==> src/rtl/spi_baud_pkg.sv <==
package spi_baud_pkg;
  localparam int DATA_W  = 8;
  localparam int PRE_W   = 3;
  localparam int SEL_W   = 3;
  localparam int PRE_LSB = 4;
  localparam int SEL_LSB = 0;
  // power-of-two stage counts up to 2**(2**SEL_W - 1) prescale ticks
  localparam int CNT_W   = (1 << SEL_W) - 1;
endpackage

==> src/rtl/spi_baud_reg.sv <==
module spi_baud_reg
  import spi_baud_pkg::*;
(
  input  logic              clk,
  input  logic              rst,
  input  logic              wr_en,
  input  logic [DATA_W-1:0] wr_data,
  output logic [PRE_W-1:0]  pre,
  output logic [SEL_W-1:0]  sel,
  output logic              chg
);
  logic [PRE_W-1:0] pre_new;
  logic [SEL_W-1:0] sel_new;

  assign pre_new = wr_data[PRE_LSB +: PRE_W];
  assign sel_new = wr_data[SEL_LSB +: SEL_W];
  assign chg     = wr_en && ((pre_new != pre) || (sel_new != sel));

  always_ff @(posedge clk) begin
    if (rst) begin
      pre <= '0;
      sel <= '0;
    end else if (wr_en) begin
      pre <= pre_new;
      sel <= sel_new;
    end
  end
endmodule

==> src/rtl/spi_baud_prescale.sv <==
module spi_baud_prescale
  import spi_baud_pkg::*;
(
  input  logic             clk,
  input  logic             rst,
  input  logic             clr,
  input  logic [PRE_W-1:0] pre,
  output logic             hit
);
  logic [PRE_W-1:0] pc;

  assign hit = !clr && (pc >= pre);

  always_ff @(posedge clk) begin
    if (rst || clr)  pc <= '0;
    else if (hit)    pc <= '0;
    else             pc <= pc + 1'b1;
  end

  // linear stage never runs past the preselect value
  p_pc_bound_r4: assert property (@(posedge clk) disable iff (rst)
    !clr |-> pc <= pre);
endmodule

==> src/rtl/spi_baud_pow2.sv <==
module spi_baud_pow2
  import spi_baud_pkg::*;
(
  input  logic             clk,
  input  logic             rst,
  input  logic             clr,
  input  logic             hit,
  input  logic [SEL_W-1:0] sel,
  output logic             strobe
);
  logic [CNT_W-1:0] qc;
  logic [CNT_W-1:0] lim;

  assign lim = ~({CNT_W{1'b1}} << sel);

  always_ff @(posedge clk) begin
    if (rst || clr) begin
      qc     <= '0;
      strobe <= 1'b0;
    end else begin
      strobe <= 1'b0;
      if (hit) begin
        if (qc == lim) begin
          qc     <= '0;
          strobe <= 1'b1;
        end else begin
          qc <= qc + 1'b1;
        end
      end
    end
  end

  // a strobe always follows a prescale tick
  p_strobe_after_tick_r4: assert property (@(posedge clk) disable iff (rst)
    strobe |-> $past(hit));
endmodule

==> src/rtl/spi_baud_gen.sv <==
module spi_baud_gen
  import spi_baud_pkg::*;
(
  input  logic              clk,
  input  logic              rst,
  input  logic              wr_en,
  input  logic [DATA_W-1:0] wr_data,
  output logic [DATA_W-1:0] rd_data,
  input  logic              master_en,
  input  logic              busy,
  output logic              sck_toggle,
  output logic              abort
);
  logic [PRE_W-1:0] pre;
  logic [SEL_W-1:0] sel;
  logic             chg;
  logic             halted_q;
  logic             active;
  logic             abort_hit;
  logic             clr;
  logic             hit;

  spi_baud_reg u_reg (
    .clk(clk), .rst(rst), .wr_en(wr_en), .wr_data(wr_data),
    .pre(pre), .sel(sel), .chg(chg)
  );

  assign active    = master_en && busy && !halted_q;
  assign abort_hit = active && chg;
  assign clr       = !active || abort_hit;

  always_ff @(posedge clk) begin
    if (rst) begin
      halted_q <= 1'b0;
      abort    <= 1'b0;
    end else begin
      abort <= abort_hit;
      if (!busy)          halted_q <= 1'b0;
      else if (abort_hit) halted_q <= 1'b1;
    end
  end

  always_comb begin
    rd_data = '0;
    rd_data[PRE_LSB +: PRE_W] = pre;
    rd_data[SEL_LSB +: SEL_W] = sel;
  end

  spi_baud_prescale u_pre (
    .clk(clk), .rst(rst), .clr(clr), .pre(pre), .hit(hit)
  );

  spi_baud_pow2 u_pow (
    .clk(clk), .rst(rst), .clr(clr), .hit(hit), .sel(sel), .strobe(sck_toggle)
  );

  // abort lasts a single cycle
  p_abort_pulse_r7: assert property (@(posedge clk) disable iff (rst)
    abort |=> !abort);
  // abort only follows a write during an active master transfer
  p_abort_cause_r9: assert property (@(posedge clk) disable iff (rst)
    abort |-> $past(wr_en && master_en && busy));
  // rewriting the held value never aborts
  p_same_no_abort_r8: assert property (@(posedge clk) disable iff (rst)
    (wr_en && wr_data[PRE_LSB +: PRE_W] == pre && wr_data[SEL_LSB +: SEL_W] == sel)
      |=> !abort);
  // no strobe without an enabled, busy master
  p_no_strobe_idle_r6: assert property (@(posedge clk) disable iff (rst)
    (!master_en || !busy) |=> !sck_toggle);
  // the abort cycle carries no strobe
  p_abort_quiet_r7: assert property (@(posedge clk) disable iff (rst)
    abort |-> !sck_toggle);
  // reserved bits read as zero
  p_rsvd_zero_r2: assert property (@(posedge clk) disable iff (rst)
    wr_en |=> (rd_data[7] == 1'b0 && rd_data[3] == 1'b0));
endmodule

==> config.mk <==
export PLATFORM = sky130hd
export DESIGN_NAME = spi_baud_gen
export DESIGN_NICKNAME = d
export VERILOG_FILES = /design/src/rtl/spi_baud_pkg.sv /design/src/rtl/spi_baud_reg.sv /design/src/rtl/spi_baud_prescale.sv /design/src/rtl/spi_baud_pow2.sv /design/src/rtl/spi_baud_gen.sv
export SDC_FILE = /design/constraint.sdc
export NUM_CORES = 1
export LEC_CHECK = 0
export CAP_MARGIN = 20
export CORE_MARGIN = 2
export CORE_UTILIZATION = 43
export DETAILED_ROUTE_END_ITERATION = 8
export GPL_TIMING_DRIVEN = 0
export HOLD_SLACK_MARGIN = 0.05
export PLACE_DENSITY = 0.66
export RECOVER_POWER = 50
export SETUP_SLACK_MARGIN = 0.4
export SYNTH_ARGS = -nofsm -noshare
export SYNTH_HDL_FRONTEND = slang
export SYNTH_SLANG_ARGS = --single-unit
export TNS_END_PERCENT = 30
==> constraint.sdc <==
create_clock -name clk -period 2.35 [get_ports clk]
set_input_delay 0.235 -clock clk [delete_from_list [all_inputs] [get_ports clk]]
set_output_delay 0.235 -clock clk [all_outputs]
set_load 0.05 [all_outputs]
==> results of run 1 <==
cells in the mapped netlist, drive strengths merged:
| library cell | n |
|---|---|
| dfxtp | 19 |
| nor2 | 16 |
| nand2 | 10 |
| buf | 6 |
| mux2i | 6 |
| o21ai | 6 |
| xnor2 | 6 |
| ha | 5 |
| inv | 5 |
| o22ai | 5 |
| or3 | 5 |
| nand3 | 4 |
| a2111oi | 3 |
| clkbuf | 3 |
| xor2 | 3 |
| a21oi | 2 |
| and3 | 2 |
| nand4 | 2 |
| nor2b | 2 |
| nor3 | 2 |
| nor3b | 2 |
| nor4 | 2 |
| o21a | 2 |
| a21o | 1 |
| a31oi | 1 |
| a41oi | 1 |
| conb | 1 |
| nand2b | 1 |
| nand3b | 1 |
| nand4bb | 1 |
| o22a | 1 |
| o32ai | 1 |
| or3b | 1 |
| or4 | 1 |
kinds of logic (layout without fill, tap and decap cells):
| logic type | count (synthesis) | in the layout | synth area share [%] |
|---|---|---|---|
| compound gates | 23 | 23 | 16.7 |
| xor+xnor | 9 | 9 | 6.93 |
| fa+ha+maj | 5 | 5 | 5.50 |
| buf+inv | 14 | 45 | 7.04 |
| flops | 19 | 19 | 33.4 |
| mux | 6 | 6 | 5.28 |
| other cells | 1 | 2 | 0.330 |
| simple gates | 52 | 52 | 24.8 |
power groups by stage:
stage	Sequential, mW	Combinational, mW	Clock (mW)
floorplan	0.368	0.0949	0
global placement	0.345	0.162	0
CTS	0.338	0.165	0.176
detailed placement	0.345	0.163	0
finish	0.338	0.194	0.173
global route	0.339	0.209	0.186
cell type report:
cell class | count | area [um^2]
clock buffer | 3 | 22.5
clock inverter | 1 | 5.00
inverter | 5 | 18.8
buffer | 9 | 67.6
timing repair buffer | 27 | 243
tap | 30 | 37.5
sequential | 19 | 384
multi-input combinational | 97 | 726
fill | 217 | 996
cells in the final DEF, fill, tap and decap left out, drive strengths merged, types with 5 or more instances in the layout:
| cell type | n |
|---|---|
| dfxtp | 19 |
| buf | 17 |
| nor2 | 16 |
| clkdlybuf4s50 | 11 |
| nand2 | 10 |
| xnor2 | 6 |
| mux2i | 6 |
| clkbuf | 6 |
| o21ai | 6 |
| inv | 5 |
| or3 | 5 |
| ha | 5 |
| dlygate4sd3 | 5 |
| o22ai | 5 |
registers in the layout (all words and copies together) (netlist names):
name,count
u_pre.pc,3
u_reg.sel,3
abort,1
u_pow.strobe,1
u_reg.pre,3
halted_q,1
u_pow.qc,7
stage by stage:
step	total power, mW	util (%)	cell area (um^2)	cells	hold WS, ns
2_1_floorplan	0.463	-	1150	130	0.382
3_3_place_gp	0.507	53.8	1340	176	0.433
3_5_place_dp	0.509	53.8	1340	176	0.436
4_1_cts	0.679	55.0	1380	180	0.0967
5_1_grt	0.734	60.2	1500	191	0.111
6_report	0.705	60.2	1500	191	0.0958
per-layer routing:
layer  wire [um]  part of all wire (%)  GRT usage [%]  vias up
li1            -                     -              -      516
met1        1130                    46           19.6      458
met2        1210                    49           26.5       27
met3         102                   4.1           3.51        6
met4          40                   1.6           4.88        0
met5           0                     0              0        -
how the worst max path moves through the flow:
stage                       startpoint           end  slack (ns)  cells past startpoint
after floorplan           u_reg.sel[0]   u_pow.qc[1]        0.31                      7
after global placement       master_en   u_pow.qc[1]        0.17                      7
after detailed placement     master_en   u_pow.qc[1]        0.16                      7
after CTS                 u_reg.sel[2]  u_pow.strobe        0.34                      6
after global routing      u_reg.sel[2]   u_pow.qc[1]        0.30                      7
final                     u_reg.sel[2]   u_pow.qc[1]        0.37                      7
worst max-delay path: cells and delay by family (launching register included):
| kind | cells | cell delay, ns |
|---|---|---|
| compound gates | 3 | 0.52 |
| simple gates | 2 | 0.65 |
| flops | 1 | 0.33 |
| buf+inv | 2 | 0.36 |
what timing repair did:
item / in CTS / in global routing
pin swaps: 0 / 8
gates resized for setup: 1 / 12
endpoints found under the setup margin: 7 / 8
buffers inserted: 0 / 11
==> metrics.txt, run 1 <==
# TYPE chip_impl_metric gauge
chip_impl_metric{name="r2r.worst_path.cells",unit=""} 7
chip_impl_metric{name="initial_utilization",unit="%"} 45.5
chip_impl_metric{name="gp_routability_congestion",unit=""} 0.711
chip_impl_metric{name="yosysWarningCount",unit=""} 0
chip_impl_metric{name="static_leakage",unit="nW"} 0.577
chip_impl_metric{name="rows",unit=""} 18
chip_impl_metric{name="seqPwrFrac",unit="%"} 48.0
chip_impl_metric{name="setup.reg_to_reg.worst_slack",unit="ns"} 0.37
chip_impl_info{name="rsz0062_at_grt",value="yes"} 1
chip_impl_info{name="hold_class",value="input pin to register"} 1
chip_impl_info{name="cpMaxStageDelayCell",value="or4_1"} 1
chip_impl_metric{name="drv_cap",unit=""} 0
chip_impl_metric{name="finalNetCount",unit=""} 180
chip_impl_info{name="synthTopCellsByArea",value="dfxtp_1 (33%), ha_1 (5.5%), mux2i_1 (5.3%)"} 1
chip_impl_metric{name="dieWidth",unit="um"} 55.4
chip_impl_metric{name="skew",unit="ns"} 0.0173
chip_impl_info{name="result_of_the_run",value="finished, final reports clean"} 1
chip_impl_metric{name="post-route-worst-setup-slack",unit="ns"} 0.372
chip_impl_metric{name="max_clock_freq",unit="MHz"} 506
chip_impl_info{name="cp_cell_sequence",value="buf_4 -> or4_1 -> nor2_2 -> o21ai_2 -> a2111oi_4 -> buf_4 -> o22ai_2"} 1
chip_impl_info{name="worstSetupEndpointType",value="register"} 1
chip_impl_metric{name="area_of_the_die",unit="um^2"} 3070
chip_impl_metric{name="crit_fanout",unit=""} 10
chip_impl_metric{name="grt_pass1_vias",unit=""} 921
chip_impl_metric{name="coreArea",unit="um^2"} 2500
chip_impl_info{name="hold-path-endpoint",value="u_reg.pre[2]"} 1
chip_impl_metric{name="clk-insertion-delay-late",unit="ns"} 0.31
chip_impl_metric{name="synth.distinct_cells",unit=""} 41
chip_impl_metric{name="htree_levels",unit=""} 1
chip_impl_metric{name="timing.final.max_slew_violations",unit=""} 0
chip_impl_metric{name="fp.dieH",unit="um"} 55.4
chip_impl_metric{name="vdd.ir_drop.worst",unit="uV"} 300
chip_impl_metric{name="post_synth_inst_count",unit=""} 129
chip_impl_metric{name="firstDrtPassIters",unit=""} 4
chip_impl_metric{name="total_detailed_routing_wirelength",unit="mm"} 2.48
chip_impl_metric{name="dpl_worst_slack",unit="ns"} 0.157
chip_impl_metric{name="netlist.area_leader.share",unit="%"} 33.4
chip_impl_metric{name="gr-total-overflow",unit=""} 0
chip_impl_metric{name="clkSlewWorstSetupHoldPaths",unit="ns"} 0.13
chip_impl_info{name="hold_path_startpoint",value="rst"} 1
chip_impl_metric{name="required",unit="ns"} 2.55
chip_impl_metric{name="timing.final.hold_violations",unit=""} 0
chip_impl_metric{name="clock_buffer_count_from_cts",unit=""} 3
chip_impl_metric{name="initial_antenna_violation_count",unit=""} 0
chip_impl_metric{name="route.antenna.remaining_nets",unit=""} 0
chip_impl_metric{name="power.share.combinational",unit="%"} 27.5
chip_impl_metric{name="clock-sinks",unit=""} 19
chip_impl_metric{name="post_synthesis_average_cell_area",unit="um^2"} 8.82
chip_impl_metric{name="routed-via-count",unit=""} 1007
chip_impl_metric{name="detailedRoute.firstIterationViolations",unit=""} 16
chip_impl_info{name="clockRootBuffer",value="clkbuf_4"} 1
chip_impl_metric{name="tns",unit="ns"} 0
chip_impl_info{name="r2r_start",value="u_reg.sel[2]"} 1
chip_impl_metric{name="ios",unit=""} 23
chip_impl_metric{name="timing_worst_slew_pin_value",unit="ns"} 0.521
chip_impl_metric{name="netSwitchingPower",unit="mW"} 0.222
chip_impl_metric{name="pwr-share-clk",unit="%"} 24.5
chip_impl_metric{name="drive_above_1_share",unit="%"} 23.0
chip_impl_metric{name="slew_headroom",unit="%"} 65.3
chip_impl_metric{name="grt_max_degree",unit=""} 12
chip_impl_info{name="cp-start-kind",value="register"} 1
chip_impl_metric{name="drt-vias-per-instance",unit=""} 5.27
chip_impl_info{name="clock_tree_from_tritoncts",value="done"} 1
chip_impl_info{name="rr_endpoint",value="u_pow.qc[1]"} 1
chip_impl_metric{name="ys_seq_area_share",unit="%"} 33.4
chip_impl_metric{name="finalSetupViolCount",unit=""} 0
chip_impl_metric{name="syn2layout_area_growth",unit="%"} 32.2
chip_impl_metric{name="dp.final_hpwl",unit="mm"} 1.67
chip_impl_metric{name="synth_seq_cells",unit=""} 19
chip_impl_metric{name="diodes",unit=""} 0
chip_impl_metric{name="period_minus_slack",unit="ns"} 1.98
chip_impl_info{name="cp_common_cell",value="buf_4"} 1
chip_impl_metric{name="grt_pass1_wl",unit="mm"} 3.94
chip_impl_metric{name="synth.cell_area",unit="um^2"} 1140
chip_impl_metric{name="clock_path_buffers",unit=""} 2
chip_impl_metric{name="wl_per_cell",unit="um"} 13.0
chip_impl_metric{name="total_track_usage",unit="%"} 15.7
chip_impl_metric{name="cts_hold_repair.buffers",unit=""} 0
chip_impl_info{name="setup.worst_path.class",value="register to register"} 1
chip_impl_metric{name="crit_path_max_incr_delay",unit="ns"} 0.53
chip_impl_info{name="synth_largest_area_cell",value="dfxtp_1"} 1
chip_impl_metric{name="fin_crit_sh",unit="%"} 84.2
chip_impl_metric{name="worstPathArrival",unit="ns"} 2.17
chip_impl_metric{name="internal-power",unit="mW"} 0.483
chip_impl_metric{name="power-per-cell-area",unit="nW/um^2"} 469
chip_impl_metric{name="drc",unit=""} 0
chip_impl_metric{name="port_buffers",unit=""} 16
chip_impl_metric{name="whs_path_depth",unit=""} 2
chip_impl_metric{name="p_sw_share",unit="%"} 31.5
No activity file was read; power rests on OpenSTA's default activity.
==> inputs of run 2 (changes only) <==
Clock period 2.35 ns to 2 ns, I/O delays scaled along.
==> metrics.txt, run 2 (same netlist as run 1, synthesis figures left out) <==
# TYPE chip_impl_metric gauge
chip_impl_info{name="result_of_the_run",value="finished, final reports clean"} 1
chip_impl_metric{name="slew_headroom",unit="%"} 62.8
chip_impl_metric{name="internal-power",unit="mW"} 0.573
chip_impl_info{name="cp_common_cell",value="buf_6"} 1
chip_impl_info{name="cpMaxStageDelayCell",value="or3_1"} 1
chip_impl_info{name="clock_tree_from_tritoncts",value="done"} 1
chip_impl_info{name="r2r_start",value="u_reg.sel[1]"} 1
chip_impl_metric{name="syn2layout_area_growth",unit="%"} 38.6
chip_impl_metric{name="clock_buffer_count_from_cts",unit=""} 3
chip_impl_info{name="cp_cell_sequence",value="buf_6 -> xor2_2 -> or3_1 -> o22a_2 -> buf_6 -> or3b_4 -> o22ai_2"} 1
chip_impl_metric{name="required",unit="ns"} 2.24
chip_impl_metric{name="netSwitchingPower",unit="mW"} 0.261
chip_impl_metric{name="cts_hold_repair.buffers",unit=""} 0
chip_impl_metric{name="initial_antenna_violation_count",unit=""} 0
chip_impl_metric{name="power.share.combinational",unit="%"} 28.6
chip_impl_metric{name="vdd.ir_drop.worst",unit="uV"} 346
chip_impl_metric{name="final_cells",unit=""} 190
chip_impl_metric{name="final_core_utilization",unit="%"} 63.1
chip_impl_metric{name="wl_per_cell",unit="um"} 13.4
chip_impl_metric{name="finalNetCount",unit=""} 179
chip_impl_metric{name="largest_reg_flops",unit=""} 7
chip_impl_metric{name="finalSetupViolCount",unit=""} 0
chip_impl_info{name="crit_path_start",value="u_reg.sel[1]"} 1
chip_impl_info{name="clockRootBuffer",value="clkbuf_4"} 1
chip_impl_metric{name="area_of_the_die",unit="um^2"} 3070
chip_impl_info{name="cp-start-kind",value="register"} 1
chip_impl_metric{name="period_minus_slack",unit="ns"} 1.87
chip_impl_metric{name="gp_routability_congestion",unit=""} 0.732
chip_impl_metric{name="gr-total-overflow",unit=""} 0
chip_impl_metric{name="initial_utilization",unit="%"} 45.5
chip_impl_metric{name="skew",unit="ns"} 0.00142
chip_impl_info{name="mostFrequentLayoutCell",value="dfxtp_1"} 1
chip_impl_info{name="worstSetupEndpointType",value="register"} 1
chip_impl_metric{name="firstDrtPassIters",unit=""} 4
chip_impl_metric{name="tns",unit="ns"} 0
chip_impl_info{name="rsz0062_at_grt",value="yes"} 1
chip_impl_metric{name="grt_pass1_vias",unit=""} 970
chip_impl_metric{name="drv_cap",unit=""} 0
chip_impl_metric{name="grt_pass1_wl",unit="mm"} 4.10
chip_impl_metric{name="timing_worst_slew_pin_value",unit="ns"} 0.558
chip_impl_metric{name="coreArea",unit="um^2"} 2500
chip_impl_metric{name="port_buffers",unit=""} 16
chip_impl_metric{name="clock_path_buffers",unit=""} 2
chip_impl_metric{name="rows",unit=""} 18
chip_impl_metric{name="fp.dieH",unit="um"} 55.4
chip_impl_metric{name="met1_length",unit="mm"} 1.15
chip_impl_metric{name="fill_cells",unit=""} 228
chip_impl_metric{name="static_leakage",unit="nW"} 0.592
chip_impl_metric{name="place_inst",unit=""} 176
chip_impl_metric{name="seqPwrFrac",unit="%"} 47.5
chip_impl_metric{name="drc",unit=""} 0
chip_impl_metric{name="pwr-share-clk",unit="%"} 23.9
chip_impl_metric{name="timing.final.hold_violations",unit=""} 0
chip_impl_info{name="hold_class",value="input pin to register"} 1
chip_impl_metric{name="crit_path_max_incr_delay",unit="ns"} 0.37
chip_impl_info{name="layout.cells.most_common_list",value="dfxtp_1 (15), nor2_1 (14), buf_4 (12)"} 1
chip_impl_info{name="dr.max_layer_used",value="met4"} 1
chip_impl_metric{name="total_detailed_routing_wirelength",unit="mm"} 2.54
chip_impl_metric{name="timing.final.max_slew_violations",unit=""} 0
chip_impl_metric{name="total_track_usage",unit="%"} 16.5
chip_impl_metric{name="drt-vias-per-instance",unit=""} 5.36
chip_impl_metric{name="max_clock_freq",unit="MHz"} 534
chip_impl_metric{name="detailedRoute.firstIterationViolations",unit=""} 12
chip_impl_metric{name="dp.final_hpwl",unit="mm"} 1.87
chip_impl_metric{name="dieWidth",unit="um"} 55.4
chip_impl_metric{name="diodes",unit=""} 0
chip_impl_metric{name="ios",unit=""} 23
chip_impl_metric{name="route.met2.wl",unit="mm"} 1.27
chip_impl_metric{name="power-per-cell-area",unit="nW/um^2"} 529
chip_impl_info{name="hold_path_startpoint",value="rst"} 1
chip_impl_metric{name="p_sw_share",unit="%"} 31.3
chip_impl_metric{name="grt_max_degree",unit=""} 11
chip_impl_metric{name="clk-insertion-delay-late",unit="ns"} 0.29
chip_impl_metric{name="worstPathArrival",unit="ns"} 2.11
chip_impl_metric{name="route.antenna.remaining_nets",unit=""} 0
chip_impl_info{name="worst_path_dominant_cell_family",value="simple AND/OR/NAND/NOR gates"} 1
chip_impl_metric{name="clkSlewWorstSetupHoldPaths",unit="ns"} 0.11
chip_impl_metric{name="timing.critical_path.buf_inv",unit=""} 2
chip_impl_metric{name="routed-via-count",unit=""} 1018
chip_impl_metric{name="clock-sinks",unit=""} 19
chip_impl_metric{name="htree_levels",unit=""} 1
chip_impl_metric{name="crit_fanout",unit=""} 5
chip_impl_info{name="top_register",value="u_pow.qc"} 1
chip_impl_metric{name="met3WireLength",unit="um"} 104
chip_impl_info{name="setup.worst_path.class",value="register to register"} 1
chip_impl_metric{name="drive_above_1_share",unit="%"} 29.4
chip_impl_metric{name="fin_crit_sh",unit="%"} 93.6
## run 2: cell count changes in the layout (fill, tap and decap cells not counted), sizes merged
cell    change
buf         -1
clkbuf      +1
clkinv      -1
## run 2: power by group through the flow
stage / combinational, mW / clock, mW / sequential, mW
after floorplan: 0.129 / 0 / 0.432
after global placement: 0.208 / 0 / 0.404
after detailed placement: 0.212 / 0 / 0.405
after CTS: 0.232 / 0.205 / 0.396
after global routing: 0.253 / 0.220 / 0.398
final: 0.238 / 0.200 / 0.396
## run 2: timing repair
item	CTS	global route
cloned	0	0
setup endpoints to repair	19	20
gates resized for setup	2	9
pin swaps	6	7
buffers inserted	9	1
## run 2: final timing paths
check                       to  depth (start not counted)  slack, ns
hold reg to reg    u_pre.pc[0]                          1       0.45
setup / recovery   u_pow.qc[1]                          7       0.13
setup reg to reg   u_pow.qc[1]                          7       0.13
hold / removal    u_reg.pre[2]                          2       0.08
## run 2: layer usage
metal,global-route usage (%),up-vias
met5,0,-
met4,7.67,0
met3,3.04,2
met2,27.7,20
met1,20.3,479
li1,-,517
## run 2: area by class of cell
| cell class | instances | area (um^2) | share of cell area [%] |
|---|---|---|---|
| sequential | 19 | 393 | 24.9 |
| timing repair buffer | 26 | 235 | 14.9 |
| buffer | 9 | 72.6 | 4.60 |
| multi-input combinational | 97 | 793 | 50.3 |
| clock buffer | 4 | 26.3 | 1.67 |
| inverter | 5 | 18.8 | 1.19 |
| tap | 30 | 37.5 | 2.38 |
## run 2: through the flow
stage               hold slack (ns)  instance area (um^2)  setup WS [ns]  power (mW)
detailed placement            0.395                  1430         -0.159       0.617
global route                 0.0704                  1580         0.0515       0.872
floorplan                     0.346                  1230          0.115       0.561
finish                       0.0776                  1580          0.127       0.834
CTS                          0.0667                  1530          0.101       0.833
global placement              0.392                  1430         -0.134       0.612
